## config.mk

```make
export PLATFORM = sky130hd
export DESIGN_NAME = swdom_pgate
export DESIGN_NICKNAME = d
export VERILOG_FILES = /design/src/rtl/swpg_pkg.sv /design/src/rtl/swpg_req_merge.sv /design/src/rtl/swpg_seq.sv /design/src/rtl/swpg_out_dec.sv /design/src/rtl/swdom_pgate.sv
export SDC_FILE = /design/constraint.sdc
export NUM_CORES = 1
export LEC_CHECK = 0
export ABC_CLOCK_PERIOD_IN_PS = 1400
export BUFFER_PORTS_ARGS = -buffer_cell sky130_fd_sc_hd__buf_4
export CORE_ASPECT_RATIO = 0.9
export CORE_MARGIN = 8
export CORE_UTILIZATION = 30
export DETAILED_ROUTE_END_ITERATION = 6
export SLEW_MARGIN = 10
export SYNTH_ARGS = -nofsm -noshare
export SYNTH_HDL_FRONTEND = slang
export SYNTH_HIERARCHICAL = 1
export SYNTH_SLANG_ARGS = --single-unit
```

## constraint.sdc

```tcl
create_clock -name clk -period 1.4 [get_ports clk]
set_clock_uncertainty 0.1 [all_clocks]
set_input_delay 0.35 -clock clk [delete_from_list [all_inputs] [get_ports clk]]
set_output_delay 0.35 -clock clk [all_outputs]
set_load 0.01 [all_outputs]
```

## src/rtl/swpg_pkg.sv

```systemverilog
package swpg_pkg;
    typedef enum logic [2:0] {
        ST_ACT,
        ST_ISO,
        ST_SAVE,
        ST_RET,
        ST_OFF,
        ST_PWRUP,
        ST_RESTORE
    } pg_state_e;

    localparam logic [1:0] STAT_ON  = 2'b00;
    localparam logic [1:0] STAT_RET = 2'b01;
    localparam logic [1:0] STAT_OFF = 2'b10;
endpackage

```

## src/rtl/swpg_req_merge.sv

```systemverilog
module swpg_req_merge #(
    parameter int N = 4
) (
    input  logic [N-1:0] evt_req,
    input  logic [N-1:0] dma_req,
    input  logic [N-1:0] run_stby,
    output logic [N-1:0] req,
    output logic         any_req,
    output logic         any_rs
);
    genvar i;
    generate
        for (i = 0; i < N; i++) begin : g_or
            assign req[i] = evt_req[i] | dma_req[i];
        end
    endgenerate

    assign any_req = |req;
    assign any_rs  = |run_stby;
endmodule

```

## src/rtl/swpg_seq.sv

```systemverilog
module swpg_seq
    import swpg_pkg::*;
#(
    parameter int IDLE_CYCLES = 4,
    parameter int PG_WAIT     = 2
) (
    input  logic      clk,
    input  logic      rst_n,
    input  logic      sleep_req,
    input  logic      dyn_en,
    input  logic      off_sel,
    input  logic      any_req,
    input  logic      any_rs,
    output pg_state_e st,
    output logic      from_ret,
    output logic      rdy
);
    localparam int MAXC = (IDLE_CYCLES > PG_WAIT) ? IDLE_CYCLES : PG_WAIT;
    localparam int CW   = $clog2(MAXC + 1);
    localparam logic [CW-1:0] IDLE_LAST = CW'(IDLE_CYCLES - 1);
    localparam logic [CW-1:0] PG_LAST   = CW'(PG_WAIT - 1);

    typedef struct packed {
        pg_state_e     st;
        logic [CW-1:0] cnt;
        logic          from_ret;
        logic          rdy;
    } seq_t;

    seq_t s_d, s_q;
    logic wake;

    assign wake = !sleep_req || (dyn_en ? any_req : any_rs);

    always_comb begin
        s_d     = s_q;
        s_d.rdy = 1'b0;
        case (s_q.st)
            ST_ACT: begin
                if (!sleep_req) begin
                    s_d.cnt = '0;
                end else if (!dyn_en) begin
                    s_d.cnt = '0;
                    if (!any_rs) s_d.st = ST_ISO;
                end else if (any_req) begin
                    s_d.cnt = '0;
                end else if (s_q.cnt == IDLE_LAST) begin
                    s_d.cnt = '0;
                    s_d.st  = ST_ISO;
                end else begin
                    s_d.cnt = s_q.cnt + 1'b1;
                end
            end
            ST_ISO:  s_d.st = off_sel ? ST_OFF : ST_SAVE;
            ST_SAVE: s_d.st = ST_RET;
            ST_RET, ST_OFF: begin
                if (wake) begin
                    s_d.st       = ST_PWRUP;
                    s_d.cnt      = '0;
                    s_d.from_ret = (s_q.st == ST_RET);
                end
            end
            ST_PWRUP: begin
                if (s_q.cnt == PG_LAST) begin
                    s_d.cnt = '0;
                    s_d.st  = ST_RESTORE;
                end else begin
                    s_d.cnt = s_q.cnt + 1'b1;
                end
            end
            ST_RESTORE: begin
                s_d.st       = ST_ACT;
                s_d.rdy      = 1'b1;
                s_d.from_ret = 1'b0;
            end
            default: s_d.st = ST_ACT;
        endcase
    end

    always_ff @(posedge clk or negedge rst_n) begin
        if (!rst_n) begin
            s_q <= '{st: ST_ACT, cnt: '0, from_ret: 1'b0, rdy: 1'b0};
        end else begin
            s_q <= s_d;
        end
    end

    assign st       = s_q.st;
    assign from_ret = s_q.from_ret;
    assign rdy      = s_q.rdy;
endmodule

```

## src/rtl/swpg_out_dec.sv

```systemverilog
module swpg_out_dec
    import swpg_pkg::*;
#(
    parameter int N = 4
) (
    input  pg_state_e    st,
    input  logic         from_ret,
    input  logic [N-1:0] req,
    output logic         pwr_en,
    output logic         ret_en,
    output logic         iso_en,
    output logic [1:0]   dom_status,
    output logic [N-1:0] clk_gnt
);
    always_comb begin
        pwr_en     = 1'b1;
        ret_en     = 1'b0;
        iso_en     = 1'b1;
        dom_status = STAT_ON;
        case (st)
            ST_ACT:     iso_en = 1'b0;
            ST_ISO:     ;
            ST_SAVE:    ret_en = 1'b1;
            ST_RET: begin
                pwr_en     = 1'b0;
                ret_en     = 1'b1;
                dom_status = STAT_RET;
            end
            ST_OFF: begin
                pwr_en     = 1'b0;
                dom_status = STAT_OFF;
            end
            ST_PWRUP:   ret_en = from_ret;
            ST_RESTORE: ;
            default:    ;
        endcase
    end

    assign clk_gnt = (st == ST_ACT) ? req : '0;
endmodule

```

## src/rtl/swdom_pgate.sv

```systemverilog
module swdom_pgate
    import swpg_pkg::*;
#(
    parameter int N           = 4,
    parameter int IDLE_CYCLES = 4,
    parameter int PG_WAIT     = 2
) (
    input  logic         clk,
    input  logic         rst_n,
    input  logic         sleep_req,
    input  logic         dyn_en,
    input  logic         off_sel,
    input  logic [N-1:0] run_stby,
    input  logic [N-1:0] evt_req,
    input  logic [N-1:0] dma_req,
    output logic         pwr_en,
    output logic         ret_en,
    output logic         iso_en,
    output logic [1:0]   dom_status,
    output logic [N-1:0] clk_gnt,
    output logic         rdy
);
    logic [N-1:0] req;
    logic         any_req;
    logic         any_rs;
    pg_state_e    st;
    logic         from_ret;

    swpg_req_merge #(.N(N)) u_merge (
        .evt_req  (evt_req),
        .dma_req  (dma_req),
        .run_stby (run_stby),
        .req      (req),
        .any_req  (any_req),
        .any_rs   (any_rs)
    );

    swpg_seq #(.IDLE_CYCLES(IDLE_CYCLES), .PG_WAIT(PG_WAIT)) u_seq (
        .clk       (clk),
        .rst_n     (rst_n),
        .sleep_req (sleep_req),
        .dyn_en    (dyn_en),
        .off_sel   (off_sel),
        .any_req   (any_req),
        .any_rs    (any_rs),
        .st        (st),
        .from_ret  (from_ret),
        .rdy       (rdy)
    );

    swpg_out_dec #(.N(N)) u_dec (
        .st         (st),
        .from_ret   (from_ret),
        .req        (req),
        .pwr_en     (pwr_en),
        .ret_en     (ret_en),
        .iso_en     (iso_en),
        .dom_status (dom_status),
        .clk_gnt    (clk_gnt)
    );
endmodule

```

==> metrics.yaml <==
holdWs_ps: 299
synthTopCellsByArea: "dfrtp_1 (30%), ha_1 (7.4%), mux2i_1 (4.5%), and2_1 (3.7%), buf_4 (3.3%)"
ys_async_sr_fraction_pct: 100
outcome: "finished, violations left"
rr_endpoint: "u_seq/s_q[3]"
die_h_um: 60.9
root_buffer: "clkbuf_4"
dpl.hpwl_um: 1500
portBuffers: 26
min_path_cells: 3
drt-pass1-iter-count: 3
period_share_pct: 140
crit_family: "simple AND/OR/NAND/NOR gates"
ys.flop_type: "dfrtp_1"
rsz0062_at_grt: "yes"
synth_nets: 93
path_max_fanout: 3
slew_violations: 0
crit_required_ps: 1450
grt_pass1_vias: 736
hold_viol: 0
min-delay-start: "off_sel"
gp_congestion: 0.804
vias_per_cell: 4.73
antenna_found_initial: 0
dr_total_vias: 695
layout_commonest_cell: "buf_4"
peakVddDrop_mv: 1.13
initial_core_util_pct: 31.4
tightest_slew_ps: 245
wl_per_cell_um: 14.5
ys_seq_area_share_pct: 29.7
grt_usage_pct: 9.98
startpoint_type: "input port"
routed_wl_um: 2130
p_leak_nw: 0.579
ant_nets: 0
rows: 16
drive_above_1_share_pct: 60.8
n_antenna_cell: 0
clock-sinks: 8
fin_util_pct: 57.0
fin_ws_ps: -566
synth_edf_count: 0
ys.warnings.count: 6
ios: 27
clock_path_buffers: 2
rr_worst_depth: 5
relSlewSlack_pct: 83.7
clock_latency_ps: 260
grt_pass1_wl_um: 3150
netlist_area_um2: 673
cts_buffers: 3
dpl.cell_count: 133
drv_cap: 0
slowest_delay_ps: 560
ys_ff_latch: 8
layout_common_cells: "buf_4 (33), buf_6 (14), dfrtp_1 (7)"
setup_viol: 16
die_area_mm2: 0.00402
syn_to_final_growth_pct: 81.2
synth_top_cell_area_share_pct: 29.7
max_freq_ghz: 0.509
syn_avg_cell_area_um2: 9.35
grt_max_degree: 9
coreArea_mm2: 0.00214
clk_pin_slew_worst_paths_ps: 60
num-nets-final: 142
whs_endpoint: "u_seq/st[2]"
cts_tree: "done"
criticalPathCategory: "in2reg"
synthCells: 72
tns_ps: -6430
r2r_start: "u_seq/st[1]"
synth_cell_types: 39
r2r_setup_slack_ps: -330
cp.arrival_ps: 2020
final_cells: 147
power.density_mw_per_mm2: 1880
failed_checks: "setup timing"
min_period_ps: 1970
drc: 0
overflow: 0
initialDrtViolationCount: 13
die_w_um: 65.9
crit_path_cell_trace: "buf_6, or2_4, or4_4, mux2i_4, a22o_4, o221ai_4, mux2_4"
synth_area_leader_cell: "dfrtp_1"
htreeDepth: 1
critPathBufInv: 1
endpoint_kind: "flop"
crit_slowest_cell: "or4_4"
hold_class: "in2reg"
where the power goes:
part,internal (mW),switching [mW]
sequential,0.313,0.0662
clock,0.110,0.0930
combinational,0.969,0.740
total,1.39,0.900
synthesized netlist by cell type (all sizes together), types with 2 or more instances:
cell type  n
inv        7
and2       4
ha         4
o21ai      2
mux2       2
buf        4
nand2      4
or2        5
mux2i      3
dfrtp      8
a21oi      3
nor2b      2
or4        2
nor2       3
cell type report:
cell class / count / area, µm²
sequential: 8 / 201
multi-input combinational: 53 / 517
fill: 191 / 922
timing repair buffer: 48 / 415
tap: 27 / 33.8
clock buffer: 4 / 26.3
inverter: 7 / 26.3
layer usage:
| metal | wire length, µm | GRT usage, % |
|---|---|---|
| met1 | 827 | 10.1 |
| met2 | 1190 | 18.6 |
| met5 | 0 | 0 |
| met3 | 99 | 4.06 |
| met4 | 14 | 2.74 |
kinds of logic (layout without fill, tap and decap cells):
kind of cell	count (synthesis)	after routing	synth area share, %
AND/OR/NAND/NOR	29	29	29.2
AO/OA/AOI/OAI	15	15	16.9
buffers and inverters	11	59	8.92
flip-flops	8	8	29.7
multiplexers	5	5	7.81
adder cells (fa/ha/maj)	4	4	7.44
state kept, by name (all words and copies together) (netlist names):
name,cells
u_seq/from_ret,1
u_seq/rdy,1
u_seq/st,3
u_seq/s_q,3
tightest hold or removal path, stage by stage:
cell and delay (ps):
buf_4 90, a21oi_1 60, o22ai_2 110
how the worst max path moves through the flow:
stage | startpoint | to | depth (start not counted)
2_1_floorplan | dma_req[2] | u_seq/s_q[2] | 6
3_3_place_gp | dma_req[2] | u_seq/s_q[3] | 7
3_5_place_dp | dma_req[2] | u_seq/s_q[3] | 7
4_1_cts | evt_req[3] | u_seq/s_q[3] | 7
5_1_grt | evt_req[3] | u_seq/s_q[3] | 7
6_report | evt_req[3] | u_seq/s_q[3] | 7
per-stage QoR:
step / area (µm²) / power [mW] / worst slack, ps
floorplan: 706 / 1.19 / -686
global placement: 987 / 1.63 / -851
detailed placement: 987 / 1.66 / -871
CTS: 1140 / 2.16 / -578
global route: 1220 / 2.42 / -594
finish: 1220 / 2.29 / -566
timing repair:
item,CTS,global route
resized for setup,19,9
hold buffers,1,0
buffers inserted,6,3
pin swaps,8,5
hold endpoints to repair,8,0
setup endpoints to repair,16,16
Note: power is estimated with default switching activity, not from simulation.
